File: config.mk
export PLATFORM = sky130hd
export DESIGN_NAME = ustep_dac_front
export DESIGN_NICKNAME = d
export VERILOG_FILES = /design/src/rtl/ustep_pkg.sv /design/src/rtl/ustep_ctrl.sv /design/src/rtl/ustep_datapath.sv /design/src/rtl/ustep_dac_front.sv
export SDC_FILE = /design/constraint.sdc
export NUM_CORES = 1
export LEC_CHECK = 0
export BUFFER_PORTS_ARGS = -buffer_cell sky130_fd_sc_hd__buf_4
export CAP_MARGIN = 0
export CORE_MARGIN = 4
export CORE_UTILIZATION = 47
export CTS_BUF_LIST = sky130_fd_sc_hd__clkbuf_8
export CTS_CLUSTER_SIZE = 14
export DETAILED_ROUTE_END_ITERATION = 8
export MAX_ROUTING_LAYER = met4
export PLACE_DENSITY = 0.68
export SYNTH_ARGS = -nofsm -noshare
export SYNTH_HDL_FRONTEND = slang
export SYNTH_SLANG_ARGS = --single-unit
File: constraint.sdc
create_clock -name clk -period 2.63 [get_ports clk]
set_clock_uncertainty 0.2 [all_clocks]
set_input_delay 0.263 -clock clk [delete_from_list [all_inputs] [get_ports clk]]
set_output_delay 0.263 -clock clk [all_outputs]
set_load 0.005 [all_outputs]
File: src/rtl/ustep_pkg.sv
package ustep_pkg;
  localparam int CH_COUNT = 2;

  typedef struct packed {
    logic [CH_COUNT-1:0] magWr;
    logic [CH_COUNT-1:0] thrWr;
  } wrStrobes_t;
endpackage

File: src/rtl/ustep_ctrl.sv
module ustep_ctrl
  import ustep_pkg::*;
#(
  parameter int SYNC_STAGES = 2,
  parameter int BUS_W       = 8,
  parameter int CH_SEL_W    = 1
) (
  input  logic             clk,
  input  logic             rst,
  input  logic             wrStrobe,
  input  logic             chipSelN,
  input  logic [CH_SEL_W-1:0] chanSel,
  input  logic             regSel,
  input  logic [BUS_W-1:0] dataBus,
  output wrStrobes_t       strb,
  output logic [BUS_W-1:0] dataSync
);
  localparam int IN_W = BUS_W + CH_SEL_W + 3;

  logic [IN_W-1:0] rawIn;
  logic [SYNC_STAGES-1:0][IN_W-1:0] chain;
  logic [IN_W-1:0] synced;
  logic wrPrev;
  logic wrRise;
  logic csS;
  logic regS;
  logic [CH_SEL_W-1:0] chS;

  assign rawIn = {wrStrobe, chipSelN, regSel, chanSel, dataBus};

  always_ff @(posedge clk) begin
    if (rst) begin
      chain  <= '0;
      wrPrev <= 1'b0;
    end else begin
      chain  <= {chain[SYNC_STAGES-2:0], rawIn};
      wrPrev <= synced[IN_W-1];
    end
  end

  assign synced   = chain[SYNC_STAGES-1];
  assign wrRise   = synced[IN_W-1] & ~wrPrev;
  assign csS      = synced[IN_W-2];
  assign regS     = synced[IN_W-3];
  assign chS      = synced[BUS_W +: CH_SEL_W];
  assign dataSync = synced[BUS_W-1:0];

  for (genvar c = 0; c < CH_COUNT; c++) begin : g_dec
    assign strb.magWr[c] = wrRise & ~csS & ~regS & (chS == CH_SEL_W'(c));
    assign strb.thrWr[c] = wrRise & ~csS &  regS & (chS == CH_SEL_W'(c));
  end

  assert_single_pulse_R9: assert property (@(posedge clk) disable iff (rst)
    wrRise |=> !wrRise);
  assert_one_target_R3: assert property (@(posedge clk) disable iff (rst)
    $onehot0({strb.magWr, strb.thrWr}));
endmodule

File: src/rtl/ustep_datapath.sv
module ustep_datapath
  import ustep_pkg::*;
#(
  parameter int MAG_W = 7,
  parameter int THR_W = 3,
  parameter int BUS_W = 8
) (
  input  logic                            clk,
  input  logic                            rst,
  input  wrStrobes_t                      strb,
  input  logic [BUS_W-1:0]                dataSync,
  output logic [CH_COUNT-1:0][MAG_W-1:0]  dacCode,
  output logic [CH_COUNT-1:0]             signOut,
  output logic [CH_COUNT-1:0]             decayN
);
  logic [MAG_W-1:0] newCode;
  logic [THR_W-1:0] newThr;
  logic             newSign;

  assign newCode = dataSync[MAG_W-1:0];
  assign newThr  = dataSync[MAG_W-1 -: THR_W];
  assign newSign = dataSync[BUS_W-1];

  for (genvar c = 0; c < CH_COUNT; c++) begin : g_ch
    logic [THR_W-1:0] thr;
    logic             fastCond;

    assign fastCond = (newCode < dacCode[c]) && (newCode[MAG_W-1 -: THR_W] < thr);

    always_ff @(posedge clk) begin
      if (rst) begin
        dacCode[c] <= '0;
        signOut[c] <= 1'b0;
        decayN[c]  <= 1'b1;
        thr        <= '0;
      end else begin
        if (strb.magWr[c]) begin
          dacCode[c] <= newCode;
          signOut[c] <= newSign;
          decayN[c]  <= ~fastCond;
        end
        if (strb.thrWr[c]) thr <= newThr;
      end
    end

    assert_hold_R1: assert property (@(posedge clk) disable iff (rst)
      !strb.magWr[c] |=> ($stable(dacCode[c]) && $stable(signOut[c]) && $stable(decayN[c])));
    assert_thr_keeps_decay_R7: assert property (@(posedge clk) disable iff (rst)
      strb.thrWr[c] |=> $stable(decayN[c]));
    assert_fast_needs_drop_R6: assert property (@(posedge clk) disable iff (rst)
      strb.magWr[c] |=> (decayN[c] || (dacCode[c] < $past(dacCode[c]))));
    assert_reset_state_R8: assert property (@(posedge clk)
      rst |=> (decayN[c] && dacCode[c] == '0 && !signOut[c]));
  end
endmodule

File: src/rtl/ustep_dac_front.sv
module ustep_dac_front
  import ustep_pkg::*;
#(
  parameter int SYNC_STAGES = 2,
  parameter int MAG_W       = 7,
  parameter int THR_W       = 3
) (
  input  logic                           clk,
  input  logic                           rst,
  input  logic                           wrStrobe,
  input  logic                           chipSelN,
  input  logic                           chanSel,
  input  logic                           regSel,
  input  logic [MAG_W:0]                 dataBus,
  output logic [CH_COUNT-1:0][MAG_W-1:0] dacCode,
  output logic [CH_COUNT-1:0]            signOut,
  output logic [CH_COUNT-1:0]            decayN
);
  localparam int BUS_W = MAG_W + 1;

  wrStrobes_t       strb;
  logic [BUS_W-1:0] dataSync;

  ustep_ctrl #(.SYNC_STAGES(SYNC_STAGES), .BUS_W(BUS_W), .CH_SEL_W(1)) ctrl_i (
    .clk(clk), .rst(rst), .wrStrobe(wrStrobe), .chipSelN(chipSelN),
    .chanSel(chanSel), .regSel(regSel), .dataBus(dataBus),
    .strb(strb), .dataSync(dataSync)
  );

  ustep_datapath #(.MAG_W(MAG_W), .THR_W(THR_W), .BUS_W(BUS_W)) dp_i (
    .clk(clk), .rst(rst), .strb(strb), .dataSync(dataSync),
    .dacCode(dacCode), .signOut(signOut), .decayN(decayN)
  );
endmodule

# == Word level (Yosys, flattened, before mapping) ==
# Cells that the tools add are included.
# totals
regBits,49
inputBits,14
# classes
magnitude_cmp,4
bitwise_logic,14
n_reduce_logical,2
# ops
cell,n
less-than comparator 7 bit,2
bitwise AND 1 bit,8
less-than comparator 3 bit,2
inverter 1 bit,6
logical AND 1 bit,2

# == Longest topological paths before layout ==
# depth
depth_word,5
ltp_mapped,7
depth_no_buf,7

# == Modules after synthesis ==
# Synthesis repeated with hierarchy kept, for this count alone.
# hier_totals
cells_unflattened,203
hier_area_um2,2020.7
# modules_own_cells
mod,instances,cells_each,area_each_um2
ustep_datapath,1,136,1248.7
ustep_ctrl,1,67,772.0

# == Least setup slack after synthesis ==
# No wires, ideal clock.
# synth_path
path_kind,reg2reg
start,"register ctrl_i.chain, in the netlist ctrl_i.synced[5]"
end,register dp_i.decayN[1]
setup_ns,0.124
arrival_time_ns,1.385
required_time_ns,2.306
path_slack_ns,0.922
stages_incl_launch_ff,6
path_buffers,0
synth_period_minus_slack_ns,1.708
path_cell_list,dfxtp_1 > ha_1 > a21o_1 > a2111oi_2 > o211a_1 > o21ai_1
# synth_via
elab_chain_cells,3
word_cells_on_any_way,4
classes_between,order compare: 2; bitwise: 1; reduce/logical: 1
# synth_lines
item,line,text
start: declaration,ustep_ctrl.sv:21,logic [SYNC_STAGES-1:0][IN_W-1:0] chain;
start signal: assignment,ustep_ctrl.sv:36,"chain <= {chain[SYNC_STAGES-2:0], rawIn};"
less-than comparator 7 bit / less-than comparator 3 bit (equally long branches),ustep_datapath.sv:28,assign fastCond = (newCode < dacCode[c]) && (newCode[MAG_W-1 -: THR_W] < thr);
logical AND 1 bit (*),ustep_datapath.sv:28,
inverter 1 bit (*),ustep_datapath.sv:40,decayN[c] <= ~fastCond;
end signal: indexed assignment,ustep_datapath.sv:40,
end: declaration,ustep_datapath.sv:14,output logic [CH_COUNT-1:0] decayN
# Every way passes the cells marked *; elsewhere a longest branch is shown, timed or not.
# A chain may end at the register's enable or synchronous reset.

# == Worst setup path after layout ==
# Ends and elaborated chain as after synthesis.

==> results by group <==
Global route
  • Initial antenna violation count: 0
  • Tot GR Track Use: between 10% and 20%
  • First-pass GRT wire length: 6440 um
  • Remaining global-route overflow: 0
  • Vias in the first global route: 1,429
  • Pin count of the biggest net entering global routing: 52

Floorplan
  • Core Region: ~0.004 mm2
  • Die width: 72.3 um
  • Num ports: 32
  • Initial Util: 48.5%
  • Std-Cell Rows: 23
  • Area of the die: 0.00522 mm2
  • Die height: ~72 um

Power and ir drop
  • Lkg Pwr: 0.00107 uW
  • Worst vdd ir: 386 uV
  • Pwr dens: 549 mW/mm2
  • Sw frac: 22.8%
  • Combinational share of power: 7.1%
  • Sequential share of power: 57.7%
  • NetSw: 306 uW
  • Int Pwr: between 1000 and 1500 uW
  • Clk network pwr share: between 30% and 40%

Clock network
  • Clock sink count: 49
  • Gates resized, CTS repair: 0
  • Later-pin clock latency in the skew report: 0.30 ns
  • CTS buffer count: 5
  • Clock slew at reported path FFs: 0.09 ns
  • TritonCTS clock tree: yes
  • CTS H-tree depth: 2
  • Clk root buf: clkbuf_8
  • CTS Buffer Depth: 2

Critical path
  • Worst reg-to-reg setup slack: 0.79 ns
  • CP delay by family, top: compound AO/OA/AOI/OAI gates
  • Arr. time, crit path: 1.84 ns
  • Crit start category: flip-flop
  • Crit-path max cell delay: around 0.48 ns
  • FF-to-FF path depth: 5
  • Crit path launch: ctrl_i.synced[5]$_SDFF_PP0_
  • Crit-path max FO: 8
  • Crit path capture type: flip-flop
  • Setup crit end: dp_i.decayN[1]$_SDFFE_PP1P_
  • Critical path's slowest cell: dfxtp_1
  • Critical Path RT: 2.62 ns
  • Worst setup path class: reg2reg
  • Crit-path cells: ha_1 > a21o_1 > a2111oi_2 > o211a_1 > o21ai_1
  • Buffers plus inverters on the worst setup path: 0
  • Worst path depth: 5
  • FF-to-FF Start: ctrl_i.synced[5]$_SDFF_PP0_
  • Worst R2R End: dp_i.decayN[1]$_SDFFE_PP1P_

Outcome
  • Status: completed

STA
  • Fin. Hold Viols: 0
  • F_max: 542 MHz
  • Final count of negative-setup-slack endpoints: 0
  • Normalized max-slew margin: 67.5%
  • RSZ-0062 raised after global routing: no
  • Least-Margin Pin Slew: 0.488 ns
  • Final cycle utilization of the critical path: 70.1%
  • Slew Limit Fails: 0
  • Setup total negative slack: 0 ns
  • Final critical-path required period: roughly 1.8 ns

Detailed routing
  • ANT nets after route: 0
  • # DRC: 0
  • DRT Pass-1 Iters: 4
  • 1st-iter DRT viols: 38
  • Routed vias: 1,392
  • Drt wl/cell: 12.8 um
  • Via density: 4.85
  • Total wire length: 3670 um

Synth
  • Post-Syn Area per Cell: 10.2 um2
  • Post-Synthesis Cell Area: 0.00194 mm2
  • Register area share after synthesis: 50.5%
  • Cells after Synth: between 150 and 200
  • Syn. warnings: 0
  • Synth top area share: between 50% and 60%
  • #FFs+latches synth: slightly below 50
  • Cell variety after synth: 26
  • Synth Net Count: 221
  • Top cells by area, synth: dfxtp_1 51%, mux2i_1 11%, ha_1 10%
  • Yosys top cell by area: dfxtp_1

Min path
  • Hold path depth: 2
  • Hold Crit Class: in2reg

Final layout
  • Fin cells: between 200 and 300
  • Area grow syn2layout: 25.7%
  • Layout cells sized above 1: 18.1%
  • # nets final: ~270
  • Ant. Diodes: 0

Place
  • Placer congestion estimate: 0.768
  • # port buffers: 31
  • Placed Cells: 267
  • Hpwl dp: 2570 um

Flow run
  • MaxCap Viol Count: 0
-- worst min path at each step --
stage	end	slack (ns)	from
after global routing	dp_i.g_ch[1].thr[1]$_SDFFE_PP0P_	0.22	rst
after CTS	dp_i.dacCode[10]$_SDFFE_PP0P_	0.20	rst
after floorplan	ctrl_i.chain[0]$_SDFF_PP0_	0.19	dataBus[0]
final	dp_i.dacCode[5]$_SDFFE_PP0P_	0.20	rst
after detailed placement	ctrl_i.synced[8]$_SDFF_PP0_	0.23	ctrl_i.chain[8]$_SDFF_PP0_
after global placement	ctrl_i.synced[10]$_SDFF_PP0_	0.22	ctrl_i.chain[10]$_SDFF_PP0_
-- layout make-up --
type | count | area, um2
flip-flops and latches | 49 | 981
multi-input cells | 118 | 865
well taps | 50 | 62.6
fillers | 322 | 1560
inverters | 17 | 63.8
clock buffers | 6 | 82.6
clock inverters | 2 | 17.5
repair buffers | 45 | 368
-- registers in the layout (all words and copies together), names as in the netlist --
name / cells
dp_i.decayN: 2
dp_i.g_ch.thr: 6
ctrl_i.synced: 12
dp_i.signOut: 2
dp_i.dacCode: 14
ctrl_i.wrPrev: 1
ctrl_i.chain: 12
-- cell families (layout without fill, tap and decap cells) --
kind of cell	Yosys count	after routing	synth area share, %
muxes	21	21	10.8
and+or+nand+nor	63	63	17.2
DFF	49	49	50.5
buffers and inverters	24	70	4.90
adders and majority gates	16	16	10.3
AOI/OAI and AO/OA	18	18	6.19
-- Yosys cell counts --
| cell type | instances |
|---|---|
| and3_1 | 1 |
| o21ai_0 | 4 |
| dfxtp_1 | 49 |
| o211a_1 | 1 |
| o21ai_1 | 1 |
| a21o_1 | 3 |
| a31oi_1 | 1 |
| nor3_1 | 2 |
| buf_4 | 1 |
| a2111oi_2 | 1 |
| nand4b_1 | 1 |
| buf_2 | 1 |
| nor2_1 | 24 |
| a21boi_0 | 1 |
| nor3b_2 | 1 |
| nand3_1 | 1 |
| clkbuf_1 | 5 |
| mux2i_1 | 21 |
| nor2b_1 | 26 |
| nand2_1 | 2 |
| a2111oi_0 | 1 |
| nand2b_1 | 3 |
| ha_1 | 16 |
| inv_1 | 17 |
| nand4_1 | 2 |
| a21oi_1 | 5 |
-- through the flow --
step / util [%] / total power (uW) / setup slack, ns / area (um2) / hold WS, ns
2_1_floorplan: - / 839 / 0.922 / 1940 / 0.191
3_5_place_dp: 55.5 / 873 / 0.763 / 2220 / 0.225
3_3_place_gp: 55.5 / 867 / 0.845 / 2220 / 0.219
6_report: 61.0 / 1340 / 0.785 / 2440 / 0.199
5_1_grt: 61.0 / 1410 / 0.650 / 2440 / 0.220
4_1_cts: 61.0 / 1360 / 0.745 / 2440 / 0.202
-- layout by cell type (no fill, tap or decap) --
cell           synthesis  layout
a2111oi_0              1       1
a2111oi_2              1       1
a21boi_0               1       1
a21o_1                 3       3
a21oi_1                5       5
a31oi_1                1       1
and3_1                 1       1
buf_4                  1      33
clkbuf_8               0       6
clkinv_4               0       1
dfxtp_1               49      49
dlygate4sd3_1          0      12
ha_1                  16      16
inv_1                 17      17
inv_6                  0       1
mux2i_1               21      21
nand2_1                2       2
nand2b_1               3       3
nand3_1                1       1
nand4_1                2       2
nand4b_1               1       1
nor2_1                24      24
nor2b_1               26      26
nor3_1                 2       2
nor3b_2                1       1
o211a_1                1       1
o21ai_0                4       4
o21ai_1                1       1
-- worst register-to-register path, delay by kind of cell, from the launching register on --
| kind | cells | cell delay (ns) |
|---|---|---|
| AO/OA/AOI/OAI | 4 | 0.77 |
| flip-flops | 1 | 0.48 |
| adder cells (fa/ha/maj) | 1 | 0.28 |
-- power groups by stage --
| stage | registers, uW | clock network, uW | logic (uW) |
|---|---|---|---|
| after floorplan | 787 | 0 | 52.3 |
| after global placement | 790 | 0 | 77.0 |
| after detailed placement | 791 | 0 | 81.8 |
| after CTS | 774 | 486 | 96.0 |
| after global routing | 777 | 525 | 107 |
| final | 773 | 471 | 95.4 |
-- repair_timing --
item / 4_1_cts / 5_1_grt
hold endpoints to repair: 12 / 0
buffers inserted: 0 / 0
hold buffers: 12 / 0
-- per-layer routing --
layer | part of all wire, % | vias to the layer above | global-route usage (%)
li1 | - | 717 | -
met1 | 42 | 642 | 18.1
met2 | 53 | 29 | 28.9
met3 | 4.1 | 4 | 4.29
met4 | 0.79 | 0 | 5.22
met5 | 0 | - | -
(Power assumes the default switching activity.)
